### src/rtl/irq_ctl_pkg.sv
package irq_ctl_pkg;

    typedef enum logic [1:0] {
        TK_JUMP   = 2'd0,
        TK_TABLE  = 2'd1,
        TK_OPCODE = 2'd2
    } tgt_kind_t;

    typedef struct packed {
        logic       valid;
        tgt_kind_t  kind;
        logic [15:0] addr;
    } target_t;

    localparam logic [15:0] NMI_ENTRY  = 16'h0066;
    localparam logic [15:0] MODE1_ENTRY = 16'h0038;
    localparam logic [7:0]  IM_SEL0 = 8'h46;
    localparam logic [7:0]  IM_SEL1 = 8'h56;
    localparam logic [7:0]  IM_SEL2 = 8'h5E;

    // {hit, mode}
    function automatic logic [2:0] im_decode(input logic [7:0] op);
        case (op)
            IM_SEL0: im_decode = {1'b1, 2'd0};
            IM_SEL1: im_decode = {1'b1, 2'd1};
            IM_SEL2: im_decode = {1'b1, 2'd2};
            default: im_decode = 3'b000;
        endcase
    endfunction

    function automatic target_t mask_target(input logic [1:0] mode,
                                            input logic [7:0] page,
                                            input logic [7:0] vec);
        target_t t;
        t.valid = 1'b1;
        case (mode)
            2'd1: begin
                t.kind = TK_JUMP;
                t.addr = MODE1_ENTRY;
            end
            2'd2: begin
                t.kind = TK_TABLE;
                t.addr = {page, vec[7:1], 1'b0};
            end
            default: begin
                t.kind = TK_OPCODE;
                t.addr = {8'h00, vec};
            end
        endcase
        return t;
    endfunction

endpackage

### src/rtl/irq_enable_flags.sv
module irq_enable_flags
    import irq_ctl_pkg::*;
(
    input  logic       clk,
    input  logic       rst,
    input  logic       ev_ei,
    input  logic       ev_di,
    input  logic       ev_retn,
    input  logic       ev_im,
    input  logic [7:0] im_op,
    input  logic       accept_nmi,
    input  logic       accept_int,
    output logic       iff1_eff,
    output logic       iff1,
    output logic       iff2,
    output logic [1:0] mode
);

    logic       nx1, nx2;
    logic [2:0] im_dec;

    // flag values once this edge's instruction strobes are applied
    always_comb begin
        nx1 = iff1;
        nx2 = iff2;
        if (ev_retn) nx1 = iff2;
        if (ev_ei) begin
            nx1 = 1'b1;
            nx2 = 1'b1;
        end
        if (ev_di) begin
            nx1 = 1'b0;
            nx2 = 1'b0;
        end
        im_dec   = im_decode(im_op);
        iff1_eff = nx1;
    end

    always_ff @(posedge clk) begin
        if (rst) begin
            iff1 <= 1'b0;
            iff2 <= 1'b0;
            mode <= 2'd0;
        end else begin
            if (accept_nmi) begin
                iff2 <= nx1;
                iff1 <= 1'b0;
            end else if (accept_int) begin
                iff1 <= 1'b0;
                iff2 <= 1'b0;
            end else begin
                iff1 <= nx1;
                iff2 <= nx2;
            end
            if (ev_im && im_dec[2]) mode <= im_dec[1:0];
        end
    end

    p_nmi_clears_r6: assert property (@(posedge clk) disable iff (rst)
        accept_nmi |=> !iff1);
    p_int_clears_r7: assert property (@(posedge clk) disable iff (rst)
        accept_int |=> (!iff1 && !iff2));
    p_ei_sets_r2: assert property (@(posedge clk) disable iff (rst)
        (ev_ei && !ev_di) |=> (iff1 && iff2));

endmodule

### src/rtl/irq_arbiter.sv
module irq_arbiter (
    input  logic clk,
    input  logic rst,
    input  logic nmi_in,
    input  logic int_req,
    input  logic bus_req,
    input  logic instr_end,
    input  logic mcyc_end,
    input  logic ev_ei,
    input  logic ev_di,
    input  logic ack_busy,
    input  logic iff1_eff,
    output logic accept_nmi,
    output logic accept_int,
    output logic bus_grant,
    output logic take_nmi,
    output logic take_int
);

    logic nmi_prev, nmi_pend, nmi_seen;
    logic bus_take, open_slot;

    always_comb begin
        nmi_seen  = nmi_pend | (nmi_in & ~nmi_prev);
        bus_take  = bus_req & ~bus_grant & ~ack_busy & (mcyc_end | instr_end);
        open_slot = instr_end & ~bus_grant & ~ack_busy & ~bus_req
                    & ~ev_ei & ~ev_di;
        accept_nmi = open_slot & nmi_seen;
        accept_int = open_slot & ~nmi_seen & int_req & iff1_eff;
    end

    always_ff @(posedge clk) begin
        if (rst) begin
            nmi_prev  <= 1'b0;
            nmi_pend  <= 1'b0;
            bus_grant <= 1'b0;
            take_nmi  <= 1'b0;
            take_int  <= 1'b0;
        end else begin
            nmi_prev  <= nmi_in;
            nmi_pend  <= nmi_seen & ~accept_nmi;
            bus_grant <= bus_take | (bus_grant & bus_req);
            take_nmi  <= accept_nmi;
            take_int  <= accept_int;
        end
    end

    p_one_take_r7: assert property (@(posedge clk) disable iff (rst)
        !(take_nmi && take_int));
    p_grant_blocks_r5: assert property (@(posedge clk) disable iff (rst)
        bus_grant |=> (!take_nmi && !take_int));
    p_grant_holds_r5: assert property (@(posedge clk) disable iff (rst)
        (bus_grant && bus_req) |=> bus_grant);

endmodule

### src/rtl/irq_ack_seq.sv
module irq_ack_seq
    import irq_ctl_pkg::*;
#(
    parameter int BASE_CYCLES = 2,
    parameter int WAIT_STATES = 2
) (
    input  logic       clk,
    input  logic       rst,
    input  logic       start,
    input  logic       nmi_load,
    input  logic [1:0] mode,
    input  logic [7:0] page,
    input  logic [7:0] data_in,
    output logic       busy,
    output logic       ack_iorq,
    output logic       ack_wait,
    output target_t    tgt
);

    localparam int ACK_CYCLES = BASE_CYCLES + WAIT_STATES;
    localparam int CW = (ACK_CYCLES > 2) ? $clog2(ACK_CYCLES) : 1;
    localparam logic [CW-1:0] LAST  = CW'(ACK_CYCLES - 1);
    localparam logic [CW-1:0] WLAST = CW'(WAIT_STATES);

    logic [CW-1:0] cnt;

    always_comb begin
        ack_iorq = busy;
        ack_wait = busy && (cnt != '0) && (cnt <= WLAST);
    end

    always_ff @(posedge clk) begin
        if (rst) begin
            busy <= 1'b0;
            cnt  <= '0;
            tgt  <= '0;
        end else begin
            tgt.valid <= 1'b0;
            if (start) begin
                busy <= 1'b1;
                cnt  <= '0;
            end else if (busy) begin
                if (cnt == LAST) begin
                    busy <= 1'b0;
                    tgt  <= mask_target(mode, page, data_in);
                end else begin
                    cnt <= cnt + 1'b1;
                end
            end
            if (nmi_load) begin
                tgt.valid <= 1'b1;
                tgt.kind  <= TK_JUMP;
                tgt.addr  <= NMI_ENTRY;
            end
        end
    end

    p_wait_inside_r8: assert property (@(posedge clk) disable iff (rst)
        ack_wait |-> ack_iorq);
    p_target_after_ack_r8: assert property (@(posedge clk) disable iff (rst)
        $fell(ack_iorq) |-> tgt.valid);
    p_table_even_r9: assert property (@(posedge clk) disable iff (rst)
        (tgt.valid && tgt.kind == TK_TABLE) |-> !tgt.addr[0]);

endmodule

### src/rtl/irq_ctl_top.sv
module irq_ctl_top
    import irq_ctl_pkg::*;
#(
    parameter int BASE_CYCLES = 2,
    parameter int WAIT_STATES = 2
) (
    input  logic        clk,
    input  logic        rst,
    input  logic        nmi_in,
    input  logic        int_req,
    input  logic        bus_req,
    input  logic        instr_end,
    input  logic        mcyc_end,
    input  logic        ev_ei,
    input  logic        ev_di,
    input  logic        ev_retn,
    input  logic        ev_im,
    input  logic [7:0]  im_op,
    input  logic [7:0]  i_reg,
    input  logic [7:0]  data_in,
    output logic        bus_grant,
    output logic        take_nmi,
    output logic        take_int,
    output logic        ack_iorq,
    output logic        ack_wait,
    output logic        tgt_valid,
    output logic [1:0]  tgt_kind,
    output logic [15:0] tgt_addr,
    output logic        int_en,
    output logic        pv_iff,
    output logic [1:0]  im_mode
);

    logic    accept_nmi, accept_int, iff1_eff, ack_busy;
    target_t tgt;

    irq_enable_flags u_flags (
        .clk        (clk),
        .rst        (rst),
        .ev_ei      (ev_ei),
        .ev_di      (ev_di),
        .ev_retn    (ev_retn),
        .ev_im      (ev_im),
        .im_op      (im_op),
        .accept_nmi (accept_nmi),
        .accept_int (accept_int),
        .iff1_eff   (iff1_eff),
        .iff1       (int_en),
        .iff2       (pv_iff),
        .mode       (im_mode)
    );

    irq_arbiter u_arb (
        .clk        (clk),
        .rst        (rst),
        .nmi_in     (nmi_in),
        .int_req    (int_req),
        .bus_req    (bus_req),
        .instr_end  (instr_end),
        .mcyc_end   (mcyc_end),
        .ev_ei      (ev_ei),
        .ev_di      (ev_di),
        .ack_busy   (ack_busy),
        .iff1_eff   (iff1_eff),
        .accept_nmi (accept_nmi),
        .accept_int (accept_int),
        .bus_grant  (bus_grant),
        .take_nmi   (take_nmi),
        .take_int   (take_int)
    );

    irq_ack_seq #(
        .BASE_CYCLES (BASE_CYCLES),
        .WAIT_STATES (WAIT_STATES)
    ) u_ack (
        .clk      (clk),
        .rst      (rst),
        .start    (accept_int),
        .nmi_load (accept_nmi),
        .mode     (im_mode),
        .page     (i_reg),
        .data_in  (data_in),
        .busy     (ack_busy),
        .ack_iorq (ack_iorq),
        .ack_wait (ack_wait),
        .tgt      (tgt)
    );

    always_comb begin
        tgt_valid = tgt.valid;
        tgt_kind  = tgt.kind;
        tgt_addr  = tgt.addr;
    end

    p_ack_follows_take_r8: assert property (@(posedge clk) disable iff (rst)
        $rose(ack_iorq) |-> take_int);

endmodule

### config.mk
export PLATFORM = sky130hd
export DESIGN_NAME = irq_ctl_top
export DESIGN_NICKNAME = d
export VERILOG_FILES = /design/src/rtl/irq_ctl_pkg.sv /design/src/rtl/irq_enable_flags.sv /design/src/rtl/irq_arbiter.sv /design/src/rtl/irq_ack_seq.sv /design/src/rtl/irq_ctl_top.sv
export SDC_FILE = /design/constraint.sdc
export NUM_CORES = 1
export LEC_CHECK = 0
export ABC_AREA = 1
export BUFFER_PORTS_ARGS = -buffer_cell sky130_fd_sc_hd__buf_2
export CORE_MARGIN = 2
export CORE_UTILIZATION = 47
export DETAILED_ROUTE_END_ITERATION = 6
export PLACE_DENSITY_LB_ADDON = 0.3
export SYNTH_ARGS = -nofsm -noshare
export SYNTH_HDL_FRONTEND = slang
export SYNTH_HIERARCHICAL = 1
export SYNTH_SLANG_ARGS = --single-unit
### constraint.sdc
create_clock -name clk -period 2.16 [get_ports clk]
set_input_delay 0.216 -clock clk [delete_from_list [all_inputs] [get_ports clk]]
set_output_delay 0.216 -clock clk [all_outputs]
set_load 0.02 [all_outputs]
After elaboration in Yosys (flattened, before gate mapping)
Index checks and enable logic that the tools add are counted.
{ "word_totals": {"reg_bits": 31, "in_bits": 35, "out_inout_bits": 28, "wordCells": 80} }
{ "op_classes": {"bitwise": 28, "n_addsub": 1, "eq_ne": 7, "n_reduce_logical": 13, "order_cmp": 1, "n_mux": 16} }
{ "op_table": {"columns": ["cell", "n"], "rows": [
  ["2-to-1 mux 19 bit", 4],
  ["one-hot mux 18 bit (2 select lines)", 1],
  ["equality test 8 x 7 -> 1 bit, second input constant", 3],
  ["AND 1 bit", 15],
  ["2-to-1 mux 1 bit", 10],
  ["inverter 1 bit", 10],
  ["one-hot mux 3 bit (3 select lines)", 1],
  ["AND reduction 3 bit", 2],
  ["nonzero test 2 bit", 3],
  ["equality test 2 bit, second input constant", 2],
  ["nonzero test 4 bit", 1],
  ["OR reduction 2 bit", 2],
  ["logical AND 1 bit", 3],
  ["bitwise OR 1 bit", 3],
  ["OR reduction 3 bit", 1],
  ["adder 2 x 1 -> 2 bit, second input constant", 1],
  ["equality test 2 x 1 -> 1 bit, second input constant", 1],
  ["<= comparator 2 bit, second input constant", 1],
  ["inequality test 2 x 1 -> 1 bit, second input constant", 1],
  ["AND reduction 2 bit", 1]
]} }

Depth between registers and ports, before layout
Gate-level depths: netlist of run 1.
{ "depth": {"depth_word": 11, "mapped_depth": 13, "mapped_depth_nobuf": 13} }

Cells and area by module
The synthesis of run 1 kept the hierarchy.
{ "modules_own_cells": {"columns": ["mod", "area_per_inst_um2", "cells_per_inst", "seq_area_each_um2", "instances"], "rows": [
  ["irq_ack_seq", 992.2, 128, 440.4, 1],
  ["irq_enable_flags", 262.8, 44, 80.1, 1],
  ["irq_arbiter", 239.0, 34, 100.1, 1]
]} }

Least setup slack after synthesis of run 1
Ideal clock, no wire load.
{ "synth_timing": {"kind": "reg2reg", "start": "register u_flags.iff1", "end": "register u_ack/tgt[0] (netlist name)", "setup_slack_ps": 477, "n_path_buf": 1, "synth_period_minus_slack_ps": 1683, "setup_ps": 70, "stages_incl_launch_ff": 14, "arrival_time_ps": 1613, "required_time_ps": 2090, "cell_sequence": "dfxtp_1 inv_1 o21ai_1 inv_1 nor2_1 nand2_1 nor2_2 nand2_2 inv_1 inv_1 nand3_2 buf_6 nand2_1 a21oi_1"} }
{ "synth_between": {"elab_chain_cells": 6} }
{ "synth_lines": {"columns": ["item", "line", "source"], "rows": [
  ["start, declared", "irq_enable_flags.sv:14", "output logic iff1,"],
  ["start signal, assigned", "irq_enable_flags.sv:52", "iff1 <= nx1;"],
  ["2-to-1 mux 1 bit", "irq_enable_flags.sv:26", "if (ev_retn) nx1 = iff2;"],
  ["2-to-1 mux 1 bit", "irq_enable_flags.sv:27", "if (ev_ei) begin"],
  ["2-to-1 mux 1 bit", "irq_enable_flags.sv:31", "if (ev_di) begin"],
  ["named net iff1_eff", "irq_ctl_top.sv:34", "logic accept_nmi, accept_int, iff1_eff, ack_busy;"],
  ["AND 1 bit", "irq_arbiter.sv:29", "accept_int = open_slot & ~nmi_seen & int_req & iff1_eff;"],
  ["named net accept_int", "irq_ctl_top.sv:34", null],
  ["inverter 1 bit (no source line)", null, null],
  ["AND reduction 3 bit (no source line)", null, null]
]} }
The timed path passes the listed nets, and every way through them passes these cells.
A chain may end at the register's enable or synchronous reset.

Worst setup path in the final report of run 1
{ "layout_timing": {"start": "register u_flags.iff1", "end": "register u_ack/tgt[5] (netlist name)"} }
{ "layout_between": {"elab_chain_cells": 6} }
{ "layout_lines": {"columns": ["item", "line"], "rows": [
  ["2-to-1 mux 1 bit", "irq_enable_flags.sv:26"],
  ["2-to-1 mux 1 bit", "irq_enable_flags.sv:27"],
  ["2-to-1 mux 1 bit", "irq_enable_flags.sv:31"],
  ["named net iff1_eff", "irq_ctl_top.sv:34"],
  ["AND 1 bit", "irq_arbiter.sv:29"],
  ["named net accept_int", "irq_ctl_top.sv:34"],
  ["inequality test 2 x 1 -> 1 bit (no source line)", null],
  ["AND reduction 3 bit (no source line)", null]
]} }
The timed path passes the listed nets, and every way through them passes these cells.

==> summary.md, run 1 <==
| Metric | Value |
|---|---|
| Run status | finished, final reports clean |
| Net switching share of the total power | around 22% |
| Worst hold slack | between 0.1 and 0.15 ns |
| Most frequent standard cell in the layout excluding fill and tap cells | buf_2 |
| Post-Route Skew | 0.00492 ns |
| Path type of the worst setup path | register to register |
| Switching power summed over all nets | between 0.2 and 0.3 mW |
| Average vias per placed instance | approximately 4.7 |
| Endpoints failing hold | 0 |
| Shortest period the worst path allows | about 1.8 ns |
| Slack of the worst reg-to-reg path | 0.33 ns |
| Number of flops mapped to enable cells by yosys | 0 |
| Highest-count cells in the layout ignoring fill and taps | 62 x buf_2, 41 x nand2_1, 31 x dfxtp_1 |
| Number of hold buffers added after cts | 0 |
| Fraction of layout cells with a size suffix above 1 | approximately a third |
| Post-layout nets | 310 |
| Combined flip-flop and latch cell area | approximately 620 um^2 |
| DRC marker count from the first detailed-route iteration | 50 |
| Syn Area/Cell | between 7 and 8 um^2 |
| Clock buffer count from CTS | 5 |
| Max-cap violations | 0 |
| Total Routing Usage GR | between 10% and 20% |
| Footprint of the multi-input gates | about 700 um^2 |
| Count of boundary I/O pins | 63 |
| Yosys warnings | 6 |
| Die boundary height | between 60 and 70 um |
| Async set or reset register ratio after synthesis | 0% |
| Overall die width | 60.4 um |
| Final setup violation count | 0 |
| Internal power component | 0.896 mW |
| Capturing point of the worst reg2reg path | u_ack/tgt[5] |
| Layout area overhead | 26.9% |
| Relative contribution of sequential cells to total power | roughly half |
| Global-route wire length before repair | 5.14 mm |
| Top achievable clock speed | approximately 0.55 GHz |
| Logic pwr share | 8.8% |
| Post-CTS Setup Repair Bufs | 0 |
| Critical Path End | u_ack/tgt[5] |
| Total count of max-transition violations in the final report | 0 |
| Number of library cell types mapped by synthesis | 23 |
| Residual antenna-violating net count after detailed routing | 0 |
| Clock edge transition at the registers on the reported setup and hold paths | roughly 0.09 ns |
| Headroom to the max-slew limit | 66.1% |
| Initial core utilization | about half |
| I/O Buffers | 62 |
| CTS sink cnt | 31 |
| Number of antenna violations at the first check in global routing | 0 |
| Post-CTS resize count | 0 |
| Ratio of total power to cell area | roughly 600 nW/um^2 |
| Core Footprint | slightly above 3000 um^2 |
| Data required time at the worst endpoint | 2.39 ns |
| CP Launch Type | register |
| Max H-tree Level | 2 |
| Drt pass-1 iters | 4 |
| Static leakage | around 0.96 nW |
| Setup repair after global routing missed its margin | false |
| Synth Net Count | around 250 |
| Routability Congestion | 0.793 |
| Congestion Overflow GR | 0 |
| Number of vias in the routed layout | roughly 1.5k |
| Placed instance count | about 310 |
| Number of cells on the worst reg-to-reg path | 13 |
| Flops & latches, synth | 31 |
| R2r startpoint | u_flags/iff1 |
| Synth Cell Area | between 1000 and 1500 um^2 |
| Clock tree root buffer cell | clkbuf_4 |
| Crit end category | register |
| Worst slew pin tran | roughly 0.51 ns |
| Total power | between 1 and 1.5 mW |
| CTS tree | done |
| Filler cell count in the final layout | ~280 |
| Maximum resistive drop on vdd | around 0.26 mV |
| Routed len/inst | 10.2 um |
| Worst hold path type | primary input to register |
| Routed Wire Length | between 3 and 4 mm |
| Gate count of the mapped netlist | approximately 210 |
| Worst-case clock buffer depth | 2 |
| Number of global-route vias before repair | approximately 1.2k |
| Share of total power in the clock network | 40.6% |
| Portion of the post-synthesis area used by sequential elements | around two fifths |
| Main flop type after synthesis | dfxtp_1 |
| Number of rows in the core area | 20 |
| Largest net degree at the start of global routing | 19 |
| Utilization after layout | between 60% and 70% |
| Placed wire-length estimate after detailed placement | roughly 2.4 mm |
| Die Outline Area | approximately 3600 um^2 |
| Critical path arrival | ~2.1 ns |
| Setup TNS | 0 ns |
| Diode count | 0 |
| Fraction of the cycle the final worst path needs | a little over four fifths |
| Final Instance Count excl. Fillers | between 300 and 400 |
| DRC violations left | 0 |
| CP max FO | 18 |
| Worst setup path start | u_flags/iff1 |
| Clk_lat worst skew | about 0.33 ns |
-- state kept, by name (all words and copies together) (netlist names) --
name	cells
u_ack/cnt	2
u_ack/tgt	19
u_arb/nmi_pend	1
u_arb/bus_grant	1
u_flags/iff2	1
u_flags/iff1	1
u_arb/take_int	1
u_ack/ack_iorq	1
u_arb/take_nmi	1
u_flags/mode	2
u_arb/nmi_prev	1
-- kinds of logic after synthesis --
kind of cell	count (synthesis)	synth area share, %
fa+ha+maj	5	4.19
buf+inv	37	11.6
simple gates	97	30.2
compound gates	36	12.5
flops	31	41.5
-- worst min path at each step --
stage / start / endpoint / slack [ns] / cells past startpoint
floorplan: rst / u_arb/take_int / 0.28 / 1
global placement: nmi_in / u_arb/nmi_prev / 0.44 / 3
detailed placement: nmi_in / u_arb/nmi_prev / 0.44 / 3
CTS: nmi_in / u_arb/nmi_prev / 0.09 / 3
global route: nmi_in / u_arb/nmi_prev / 0.09 / 3
finish: nmi_in / u_arb/nmi_prev / 0.10 / 3
-- per-layer routing --
layer / track usage (%) / vias to the layer above / share of wire [%]
li1: - / 768 / -
met1: 23.3 / 638 / 45
met2: 30.0 / 54 / 45
met3: 7.46 / 6 / 8.5
met4: 7.94 / 0 / 1.5
met5: 0 / - / 0
-- power groups by stage --
stage               registers (mW)  logic (mW)  clock network (mW)
floorplan                    0.603      0.0455                   0
global placement             0.596       0.101                   0
detailed placement           0.597       0.102                   0
CTS                          0.583       0.102               0.481
global route                 0.585       0.114               0.505
finish                       0.583       0.102               0.469
-- cell usage after synthesis, types with 2 or more instances --
| master | n | share of area [%] |
|---|---|---|
| a21oi_1 | 22 | 7.4 |
| nand2_1 | 41 | 10 |
| nand3_2 | 2 | 1.3 |
| nand3_1 | 12 | 4.0 |
| inv_2 | 2 | 0.50 |
| ha_1 | 5 | 4.2 |
| o21ai_0 | 11 | 3.7 |
| dfxtp_1 | 31 | 42 |
| nor2_1 | 25 | 6.3 |
| nor2_4 | 2 | 1.5 |
| nand2_2 | 6 | 2.5 |
| nor2_2 | 5 | 2.1 |
| buf_6 | 4 | 3.0 |
| inv_1 | 29 | 7.3 |
-- worst max-delay path, stage by stage (launching register included) --
cell and delay (ns):
dfxtp_1 0.34, inv_1 0.04, o21ai_1 0.12, inv_1 0.07, nor2_1 0.14, nand2_1 0.08, nor2_2 0.11, nand2_2 0.06
inv_1 0.14, inv_1 0.08, nand3_2 0.26, nand2_1 0.09, o21bai_1 0.13, nor2_1 0.05
-- through the flow --
stage / cell area, um^2 / setup WS, ns
after floorplan: 1490 / 0.477
after global placement: 1810 / 0.467
after detailed placement: 1810 / 0.359
after CTS: 1900 / 0.350
after global routing: 1900 / 0.144
final: 1900 / 0.334
-- cell type report --
class / instances / share of cell area, %
multi-input combinational: 138 / 36.9
sequential: 31 / 32.7
timing repair buffer: 63 / 16.8
inverter: 31 / 6.14
tap: 44 / 2.90
clock buffer: 6 / 2.71
clock inverter: 2 / 1.85
Note: power is estimated with default switching activity, not from simulation.
==> run 2: changes to the inputs <==
Clock period 2.16 ns to 1.9 ns, I/O delays scaled along.
==> summary.md, run 2 (same netlist as run 1, synthesis figures left out) <==
| Metric | Value |
|---|---|
| Run status | finished, final reports clean (unchanged) |
| CP Launch Type | register (unchanged) |
| Count of boundary I/O pins | 63 (unchanged) |
| Pre-CTS worst setup slack | 0.0919 ns (was 0.359 ns) |
| Setup TNS | 0 ns (unchanged) |
| CTS tree | done (unchanged) |
| Die boundary height | 60.4 um (unchanged) |
| Final setup violation count | 0 (unchanged) |
| Static leakage | 0.980 nW (was 0.959 nW) |
| I/O Buffers | 62 (unchanged) |
| Number of antenna violations at the first check in global routing | 0 (unchanged) |
| Worst slew pin tran | 0.500 ns (was 0.508 ns) |
| Placed wire-length estimate after detailed placement | 2.41 mm (was 2.45 mm) |
| Clock edge transition at the registers on the reported setup and hold paths | 0.10 ns (was 0.09 ns) |
| Global-route wire length before repair | 5.01 mm (was 5.14 mm) |
| Max H-tree Level | 2 (unchanged) |
| DRC marker count from the first detailed-route iteration | 59 (was 50) |
| Leading registers by flop count | u_ack/tgt (19), u_ack/cnt (2), u_flags/mode (2) (unchanged) |
| Utilization after layout | 64.0% (was 62.6%) |
| Diode count | 0 (unchanged) |
| Setup repair after global routing missed its margin | false (unchanged) |
| Worst-case clock buffer depth | 2 (unchanged) |
| Placed instance count | 308 (was 307) |
| Overall die width | 60.4 um (unchanged) |
| Largest net degree at the start of global routing | 19 (unchanged) |
| Biggest register | u_ack/tgt (unchanged) |
| DRC violations left | 0 (unchanged) |
| Path type of the worst setup path | register to register (unchanged) |
| Congestion Overflow GR | 0 (unchanged) |
| Number of global-route vias before repair | 1210 (was 1227) |
| Endpoints failing hold | 0 (unchanged) |
| Critical path arrival | 1.98 ns (was 2.05 ns) |
| Residual antenna-violating net count after detailed routing | 0 (unchanged) |
| Shortest period the worst path allows | 1.75 ns (was 1.83 ns) |
| Clk_lat worst skew | 0.33 ns (about the same) |
| CP max FO | 15 (was 18) |
| Post-layout nets | 313 (was 310) |
| Drt pass-1 iters | 4 (unchanged) |
| Core Footprint | 3030 um^2 (unchanged) |
| Max FFs per register | 19 (unchanged) |
| Highest cell delay on the worst timing path | 0.34 ns (about the same) |
| Layout area overhead | 29.7% (was 26.9%) |
| Fin worst setup slack | 0.150 ns (was 0.334 ns) |
| CTS sink cnt | 31 (unchanged) |
| CP delay by family, top | simple AND/OR/NAND/NOR gates (unchanged) |
| Average vias per placed instance | 4.62 (was 4.65) |
| Die Outline Area | 3650 um^2 (unchanged) |
| Worst path buffer plus inverter count | 5 (was 4) |
| Data required time at the worst endpoint | 2.13 ns (was 2.39 ns) |
| Fraction of layout cells with a size suffix above 1 | 34.3% (was 33.6%) |
| Number of vias in the routed layout | 1469 (was 1466) |
| Most frequent standard cell in the layout excluding fill and tap cells | buf_2 (unchanged) |
| Headroom to the max-slew limit | 66.7% (was 66.1%) |
| Clock tree root buffer cell | clkbuf_4 (unchanged) |
| Clock buffer count from CTS | 5 (unchanged) |
| Total power | 1.32 mW (was 1.15 mW) |
| Routed Wire Length | 3.23 mm (was 3.22 mm) |
| Worst hold path type | primary input to register (unchanged) |
| Fin area | 1940 um^2 (was 1900 um^2) |
| Number of hold buffers added after cts | 0 (unchanged) |
| Worst hold slack | 0.0679 ns (was 0.104 ns) |
| Fraction of the cycle the final worst path needs | 92.1% (was 84.5%) |
| Maximum resistive drop on vdd | 0.417 mV (was 0.255 mV) |
| Total Routing Usage GR | 18.5% (was 19.0%) |
| Routed len/inst | 10.2 um (about the same) |
| Highest-count cells in the layout ignoring fill and taps | 62 x buf_2, 41 x nand2_1, 31 x dfxtp_1 (unchanged) |
| Final Instance Count excl. Fillers | 318 (was 315) |
| Placed Instance Area | 1820 um^2 (was 1810 um^2) |
| Cells along the critical path | inv_1 -> o21ai_1 -> inv_1 -> nor2_1 -> nand2_1 -> nor2_2 -> nand2_2 -> inv_1 -> inv_1 -> nand3_4 -> buf_12 -> nand2_1 -> nand2_1 -> a21oi_1 (was inv_1 -> o21ai_1 -> inv_1 -> nor2_1 -> nand2_1 -> nor2_2 -> nand2_2 -> inv_1 -> inv_1 -> nand3_2 -> nand2_1 -> o21bai_1 -> nor2_1) |
| Post-Route Skew | 0.00437 ns (was 0.00492 ns) |
| Cell occurring most often along the worst timing path | inv_1 (unchanged) |
| Routability Congestion | 0.827 (was 0.793) |
| Initial core utilization | 49.3% (unchanged) |
| Critical path's slowest cell | dfxtp_1 (unchanged) |
| Top achievable clock speed | 0.571 GHz (was 0.548 GHz) |
| Ratio of total power to cell area | 681 nW/um^2 (was 608 nW/um^2) |
| Total count of max-transition violations in the final report | 0 (unchanged) |
| Max-cap violations | 0 (unchanged) |
| Crit end category | register (unchanged) |
| Number of rows in the core area | 20 (unchanged) |
-- run 2: cell types whose count changed in the layout (fill, tap and decap cells not counted), sizes merged --
cell,delta
buf,+3
-- run 2: layer usage --
metal,vias to the layer above,share of wire (%),global-route usage [%]
met3,7,6.6,4.05
met5,-,0,0
met1,635,45,22.6
met2,47,47,30.1
met4,0,1.9,10.5
li1,780,-,-
-- run 2: report_power, final --
group	internal, mW	switching (mW)
sequential	0.659	0.00408
combinational	0.0501	0.0660
clock	0.311	0.230
total	1.02	0.300
-- run 2: area by class of cell --
class                      instances  area (um^2)
sequential                        31          621
tap                               44         55.1
clock inverter                     2         35.0
multi-input combinational        138          707
inverter                          31          116
fill                             300         1090
clock buffer                       6         51.3
timing repair buffer              66          353
-- run 2: timing repair --
item	CTS	global route
setup endpoints to repair	0	17
setup buffers	0	2
gates resized for setup	0	1
-- run 2: worst register-to-register path, cell delays in order, from the launching register on --
cell	delay (ns)
dfxtp_1	0.34
inv_1	0.04
o21ai_1	0.14
inv_1	0.07
nor2_1	0.12
nand2_1	0.08
nor2_2	0.11
nand2_2	0.07
inv_1	0.15
inv_1	0.11
nand3_4	0.11
buf_12	0.14
nand2_1	0.05
nand2_1	0.06
a21oi_1	0.05
-- run 2: worst paths after layout --
kind	slack (ns)	to	cells after the start	from
worst min-delay path	0.07	u_arb/nmi_prev	3	nmi_in
worst max-delay path	0.15	u_ack/tgt[1]	14	u_flags/iff1
worst min register to register	0.47	u_ack/tgt[15]	2	u_ack/tgt[15]
worst max register to register	0.15	u_ack/tgt[1]	14	u_flags/iff1
